### src/rtl/regacc_pkg.sv
package regacc_pkg;

  typedef enum logic [1:0] {
    OP_LOAD  = 2'b00,
    OP_FETCH = 2'b01,
    OP_CTRL  = 2'b10
  } bus_op_e;

  typedef enum logic [2:0] {
    S_IDLE,
    S_XFER,
    S_SETTLE,
    S_FETCH,
    S_CHECK,
    S_CLR_RETRY,
    S_CLR_FINAL,
    S_RESP
  } eng_state_e;

  localparam int unsigned CTRL_ENABLE_BIT = 1;
  localparam int unsigned CTRL_CLEAR_BIT  = 0;

endpackage

### src/rtl/regacc_settle_timer.sv
module regacc_settle_timer #(
  parameter int unsigned CYCLES = 4
) (
  input  logic clk,
  input  logic rst_n,
  input  logic start,
  input  logic run,
  output logic done
);
  localparam int unsigned CW = $clog2(CYCLES + 1);

  logic [CW-1:0] cnt_q;

  // Load CYCLES-1 when the select is acknowledged; count down while waiting.
  always_ff @(posedge clk or negedge rst_n) begin
    if (!rst_n) begin
      cnt_q <= '0;
    end else if (start) begin
      cnt_q <= CW'(CYCLES - 1);
    end else if (run && (cnt_q != '0)) begin
      cnt_q <= cnt_q - 1'b1;
    end
  end

  assign done = run && (cnt_q == '0);
endmodule

### src/rtl/regacc_retry_ctr.sv
module regacc_retry_ctr #(
  parameter int unsigned MAX_RETRY = 10
) (
  input  logic clk,
  input  logic rst_n,
  input  logic clr,
  input  logic inc,
  output logic spent
);
  localparam int unsigned RW = $clog2(MAX_RETRY + 1);

  logic [RW-1:0] cnt_q;

  always_ff @(posedge clk or negedge rst_n) begin
    if (!rst_n) begin
      cnt_q <= '0;
    end else if (clr) begin
      cnt_q <= '0;
    end else if (inc && (cnt_q != RW'(MAX_RETRY))) begin
      cnt_q <= cnt_q + 1'b1;
    end
  end

  assign spent = (cnt_q == RW'(MAX_RETRY));
endmodule

### src/rtl/regacc_bus_fmt.sv
module regacc_bus_fmt
  import regacc_pkg::*;
#(
  parameter int unsigned UNIT_W = 3,
  parameter int unsigned REG_W  = 6,
  parameter int unsigned DATA_W = 16
) (
  input  eng_state_e        state,
  input  logic [UNIT_W-1:0] unit_q,
  input  logic [REG_W-1:0]  reg_q,
  input  logic              wr_q,
  input  logic [DATA_W-1:0] wdata_q,
  output logic              bus_valid,
  output logic [1:0]        bus_op,
  output logic [UNIT_W-1:0] bus_unit,
  output logic [REG_W-1:0]  bus_reg,
  output logic              bus_load,
  output logic              bus_intdis,
  output logic [DATA_W-1:0] bus_wdata
);
  logic [DATA_W-1:0] ctrl_word;

  always_comb begin
    ctrl_word = '0;
    ctrl_word[CTRL_ENABLE_BIT] = 1'b1;
    ctrl_word[CTRL_CLEAR_BIT]  = 1'b1;
  end

  always_comb begin
    bus_valid  = 1'b0;
    bus_op     = OP_LOAD;
    bus_unit   = '0;
    bus_reg    = '0;
    bus_load   = 1'b0;
    bus_intdis = 1'b0;
    bus_wdata  = '0;
    unique case (state)
      S_XFER: begin
        bus_valid  = 1'b1;
        bus_op     = OP_LOAD;
        bus_unit   = unit_q;
        bus_reg    = reg_q;
        bus_load   = wr_q;
        bus_intdis = 1'b1;
        bus_wdata  = wr_q ? wdata_q : '0;
      end
      S_FETCH: begin
        bus_valid  = 1'b1;
        bus_op     = OP_FETCH;
        bus_unit   = unit_q;
        bus_reg    = reg_q;
        bus_intdis = 1'b1;
      end
      S_CLR_RETRY, S_CLR_FINAL: begin
        bus_valid  = 1'b1;
        bus_op     = OP_CTRL;
        bus_unit   = unit_q;
        bus_intdis = 1'b1;
        bus_wdata  = ctrl_word;
      end
      default: begin
        bus_valid = 1'b0;
      end
    endcase
  end
endmodule

### src/rtl/regacc_engine.sv
module regacc_engine
  import regacc_pkg::*;
#(
  parameter int unsigned UNIT_W     = 3,
  parameter int unsigned REG_W      = 6,
  parameter int unsigned DATA_W     = 16,
  parameter int unsigned RAW_W      = 18,
  parameter int unsigned SETTLE_CYC = 4,
  parameter int unsigned MAX_RETRY  = 10
) (
  input  logic              clk,
  input  logic              rst_n,
  input  logic              req_valid,
  output logic              req_ready,
  input  logic [UNIT_W-1:0] req_unit,
  input  logic [REG_W-1:0]  req_reg,
  input  logic              req_write,
  input  logic [DATA_W-1:0] req_wdata,
  output logic              rsp_valid,
  input  logic              rsp_ready,
  output logic [DATA_W-1:0] rsp_rdata,
  output logic              rsp_err,
  output logic              bus_valid,
  input  logic              bus_ack,
  output logic [1:0]        bus_op,
  output logic [UNIT_W-1:0] bus_unit,
  output logic [REG_W-1:0]  bus_reg,
  output logic              bus_load,
  output logic              bus_intdis,
  output logic [DATA_W-1:0] bus_wdata,
  input  logic [RAW_W-1:0]  bus_rdata,
  input  logic              bus_acc_err
);
  if (SETTLE_CYC < 2) begin : g_bad_settle
    $error("regacc_engine: SETTLE_CYC must be at least 2");
  end

  if (RAW_W > DATA_W) begin : g_drop_hi
    logic unused_raw_hi;
    assign unused_raw_hi = ^bus_rdata[RAW_W-1:DATA_W];
  end

  eng_state_e        state_q, state_d;
  logic [UNIT_W-1:0] unit_q;
  logic [REG_W-1:0]  reg_q;
  logic              wr_q;
  logic [DATA_W-1:0] wdata_q;
  logic [DATA_W-1:0] rdata_q;
  logic              err_seen_q;
  logic              last_err_q;

  logic accept;
  logic settle_start;
  logic settle_done;
  logic retry_inc;
  logic retry_spent;

  assign req_ready    = (state_q == S_IDLE);
  assign rsp_valid    = (state_q == S_RESP);
  assign accept       = req_valid && req_ready;
  assign settle_start = (state_q == S_XFER) && bus_ack && !wr_q;
  assign retry_inc    = (state_q == S_CLR_RETRY) && bus_ack;

  regacc_settle_timer #(
    .CYCLES(SETTLE_CYC)
  ) settle_i (
    .clk  (clk),
    .rst_n(rst_n),
    .start(settle_start),
    .run  (state_q == S_SETTLE),
    .done (settle_done)
  );

  regacc_retry_ctr #(
    .MAX_RETRY(MAX_RETRY)
  ) retry_i (
    .clk  (clk),
    .rst_n(rst_n),
    .clr  (accept),
    .inc  (retry_inc),
    .spent(retry_spent)
  );

  regacc_bus_fmt #(
    .UNIT_W(UNIT_W),
    .REG_W (REG_W),
    .DATA_W(DATA_W)
  ) fmt_i (
    .state     (state_q),
    .unit_q    (unit_q),
    .reg_q     (reg_q),
    .wr_q      (wr_q),
    .wdata_q   (wdata_q),
    .bus_valid (bus_valid),
    .bus_op    (bus_op),
    .bus_unit  (bus_unit),
    .bus_reg   (bus_reg),
    .bus_load  (bus_load),
    .bus_intdis(bus_intdis),
    .bus_wdata (bus_wdata)
  );

  always_comb begin
    state_d = state_q;
    unique case (state_q)
      S_IDLE:      if (req_valid) state_d = S_XFER;
      S_XFER:      if (bus_ack) state_d = wr_q ? S_CHECK : S_SETTLE;
      S_SETTLE:    if (settle_done) state_d = S_FETCH;
      S_FETCH:     if (bus_ack) state_d = S_CHECK;
      S_CHECK: begin
        if (bus_acc_err) begin
          state_d = retry_spent ? S_CLR_FINAL : S_CLR_RETRY;
        end else begin
          state_d = err_seen_q ? S_CLR_FINAL : S_RESP;
        end
      end
      S_CLR_RETRY: if (bus_ack) state_d = S_XFER;
      S_CLR_FINAL: if (bus_ack) state_d = S_RESP;
      S_RESP:      if (rsp_ready) state_d = S_IDLE;
      default:     state_d = S_IDLE;
    endcase
  end

  always_ff @(posedge clk or negedge rst_n) begin
    if (!rst_n) begin
      state_q <= S_IDLE;
    end else begin
      state_q <= state_d;
    end
  end

  always_ff @(posedge clk or negedge rst_n) begin
    if (!rst_n) begin
      unit_q     <= '0;
      reg_q      <= '0;
      wr_q       <= 1'b0;
      wdata_q    <= '0;
      rdata_q    <= '0;
      err_seen_q <= 1'b0;
      last_err_q <= 1'b0;
    end else begin
      if (accept) begin
        unit_q     <= req_unit;
        reg_q      <= req_reg;
        wr_q       <= req_write;
        wdata_q    <= req_wdata;
        rdata_q    <= '0;
        err_seen_q <= 1'b0;
        last_err_q <= 1'b0;
      end
      if ((state_q == S_FETCH) && bus_ack) begin
        rdata_q <= bus_rdata[DATA_W-1:0];
      end
      if (state_q == S_CHECK) begin
        last_err_q <= bus_acc_err;
        if (bus_acc_err) begin
          err_seen_q <= 1'b1;
        end
      end
    end
  end

  assign rsp_rdata = rdata_q;
  assign rsp_err   = last_err_q;
endmodule

### config.mk
export PLATFORM = sky130hd
export DESIGN_NAME = regacc_engine
export DESIGN_NICKNAME = d
export VERILOG_FILES = /design/src/rtl/regacc_pkg.sv /design/src/rtl/regacc_settle_timer.sv /design/src/rtl/regacc_retry_ctr.sv /design/src/rtl/regacc_bus_fmt.sv /design/src/rtl/regacc_engine.sv
export SDC_FILE = /design/constraint.sdc
export NUM_CORES = 1
export LEC_CHECK = 0
export ABC_CLOCK_PERIOD_IN_PS = 5300
export BUFFER_PORTS_ARGS = -buffer_cell sky130_fd_sc_hd__buf_2
export CORE_MARGIN = 2
export CORE_UTILIZATION = 54
export DETAILED_ROUTE_END_ITERATION = 6
export PLACE_DENSITY_LB_ADDON = 0.12
export SYNTH_ARGS = -nofsm -noshare
export SYNTH_HDL_FRONTEND = slang
export SYNTH_HIERARCHICAL = 1
export SYNTH_SLANG_ARGS = --single-unit
### constraint.sdc
create_clock -name clk -period 5.3 [get_ports clk]
set_input_delay 1.06 -clock clk [delete_from_list [all_inputs] [get_ports clk]]
set_output_delay 1.06 -clock clk [all_outputs]
set_load 0.05 [all_outputs]
==> metrics <==
Vias=just over 2000; CP Max Fanout=24; class of the worst hold path=register to register; # Max-Cap Violations=0; Area Overhead vs Synth=18.59%; syn avg cell area=12.12 sq um; Leakage=~1.7 nW; crit path kind=register to primary output; first drt pass iteration count=4; GR Overflow Total=0; clk_lat worst skew=roughly 0.30 ns; outcome=finished, final reports clean; Placed Cells=387; Synth area leader=dfrtp_1; die width=76.62 microns; Clock transition at path regs=~0.080 ns; # diodes=0; Total Wirelength=around 5.5 mm; pwr dens=653.6 nW/um^2; hold wc startpoint=wdata_q[2]; Worst-Margin Slew=around 0.77 ns; count leader, synth=dfrtp_1; initial antenna violation count=0; Mapped Cells=roughly 240; ys flop type=dfrtp_1; Seq/Total Area, Yosys=47.45%; period utilisation layout=between 50 and 60%; post-synth cell types=about 50; Setup Buffers After CTS=0; fin. max-slew vios=0; hold path depth=1; total CTS buffers=5; Worst Setup Start Kind=register; cell row count=26; number of nets with antenna violations after routing=0; initial core utilization=between 50% and 60%; FFs w/ async S/R, synth=100.0%; Max stage delay on crit path=about 0.68 ns; die area=approximately 5900 sq um; root buf cell=clkbuf_8; Longest Clk Path Bufs=2; busiest grt layer=met2; die height=76.62 microns; first-pass GRT wire length=9.508 mm; EDFF count, synth=0; Req. time, crit path=between 4 and 5 ns; reg2reg start=state_q[0]; Worst Setup End Kind=primary output; met3 usage=between 3 and 4%; drt drc=0; Slew headroom=48.22%; RSZ-0062 raised after global routing=no; vias in the first global route=between 2000 and 2500; crit path cell chain=and4bb_4 -> and2_1 -> buf_2; met2 global-route usage=approximately a third; Fill cells=a little over 400; pre-CTS setup slack=~2.6 ns; Num Clock Sinks=between 50 and 60; Yosys warning total=6; GR Util All Layers=20.01%; Nets=378; WL per Instance=~14 microns; r2r worst-path depth=4; HPWL after DPL=approximately 3.8 mm; area fraction of the dominant cell type after synthesis=between 40% and 50%; Final Skew=around 0.0093 ns; CTS tree=yes; maximum number of pins on one net before global-route repair=55; Final Hold Vio Count=0; synthesized area=between 2000 and 3000 sq um; post-synth net total=around 290; Setup TNS=0 ns; hold buffers post-CTS=0; Arr. time, crit path=around 2.0 ns; Setup Viol. Count Final=0; clock period minus worst slack=about 3.0 ns; Area contributors post-synth=dfrtp_1, mux2_4, o2bb2ai_1; vias per cell=just over 5; FF+latch count, synth=54; gpl congestion=0.7397; worst setup path start=state_q[1]; fmax=between 0.3 and 0.4 GHz; CP max stage cell=dfrtp_1; GRT met1 Usage=27.27%; final worst setup slack=~2.3 ns; initial detailed-routing violation count=between 70 and 80; post_cts resized=0; Post-synth top cells=dfrtp_1, mux2_4, nand2_1; share of post-route cells with drive strength above 1=between 40% and 50%; VDD IR-drop max=roughly 0.25 mV; # port buffers=96; htree depth=2; Layout Cells excl Fill=between 300 and 400; # IOs=just under 100; Core ar.=about 5000 sq um
-- per-stage QoR --
step	power (mW)	utilization, %	hold slack [ns]	area, sq um
final	2.207	66.12	0.5038	3377
after detailed placement	1.943	63.91	0.4793	3264
after global routing	2.348	66.12	0.5201	3377
after CTS	2.223	66.12	0.5087	3377
after global placement	1.920	63.91	0.4816	3264
after floorplan	1.759	-	0.4720	2848
-- placed cells by master, fill, tap and decap left out, types with 4 or more instances in the layout --
master / n
clkbuf_8: 6
o21ai_0: 7
inv_1: 6
nor2_1: 9
buf_2: 96
mux2_2: 5
and2_1: 22
o2bb2ai_1: 16
nand2_1: 23
dfrtp_1: 54
mux2_4: 24
ha_1: 4
mux2i_1: 5
-- where the power goes --
group          total [mW]  internal (mW)  switching [mW]
sequential          0.739          0.584           0.155
clock               0.277          0.151           0.126
combinational        1.19          0.442           0.750
total                2.21           1.18            1.03
-- flip-flops by register name, indices dropped and copies added, names as in the netlist --
signal and count:
wr_q 1, rsp_rdata 16, unit_q 3, settle_i/cnt_q 3, state_q 3, retry_i/cnt_q 4, wdata_q 16, err_seen_q 1
rsp_err 1, reg_q 6
-- worst paths after layout --
path | to | slack [ns]
max | bus_wdata[13] | 2.26
min | wdata_q[2] | 0.50
max reg2reg | settle_i/cnt_q[1] | 3.12
min reg2reg | wdata_q[2] | 0.50
max in group asynchronous | rsp_err | 3.98
min in group asynchronous | wdata_q[5] | 0.86
-- layout make-up --
class	instances	area, sq um	area share, %
clock inverter	1	30.03	0.8892
inverter	6	22.52	0.6669
tap	70	87.58	2.594
clock buffer	6	82.58	2.445
timing repair buffer	97	488.0	14.45
sequential	54	1351	40.01
multi-input combinational	160	1315	38.94
-- critical path: cells and delay by family (launching register included) --
kind	cells	cell delay, ns
DFF	1	0.68
and+or+nand+nor	2	0.75
buffers and inverters	1	0.25
-- cell families after synthesis --
family,count (synthesis),share of synthesized area [%]
AOI/OAI and AO/OA,38,10.28
xor gates and xnor gates,2,0.6152
adders and majority gates,4,1.758
buffers and inverters,21,6.371
DFF,54,47.45
muxes,34,16.39
and+or+nand+nor,82,17.14
-- layer usage --
layer | vias to the layer above | part of all wire (%)
met5 | - | 0
met4 | 0 | 0.91
met3 | 6 | 4.8
met2 | 63 | 47
met1 | 964 | 47
li1 | 1009 | -
Power figures use the tool's default switching activity.
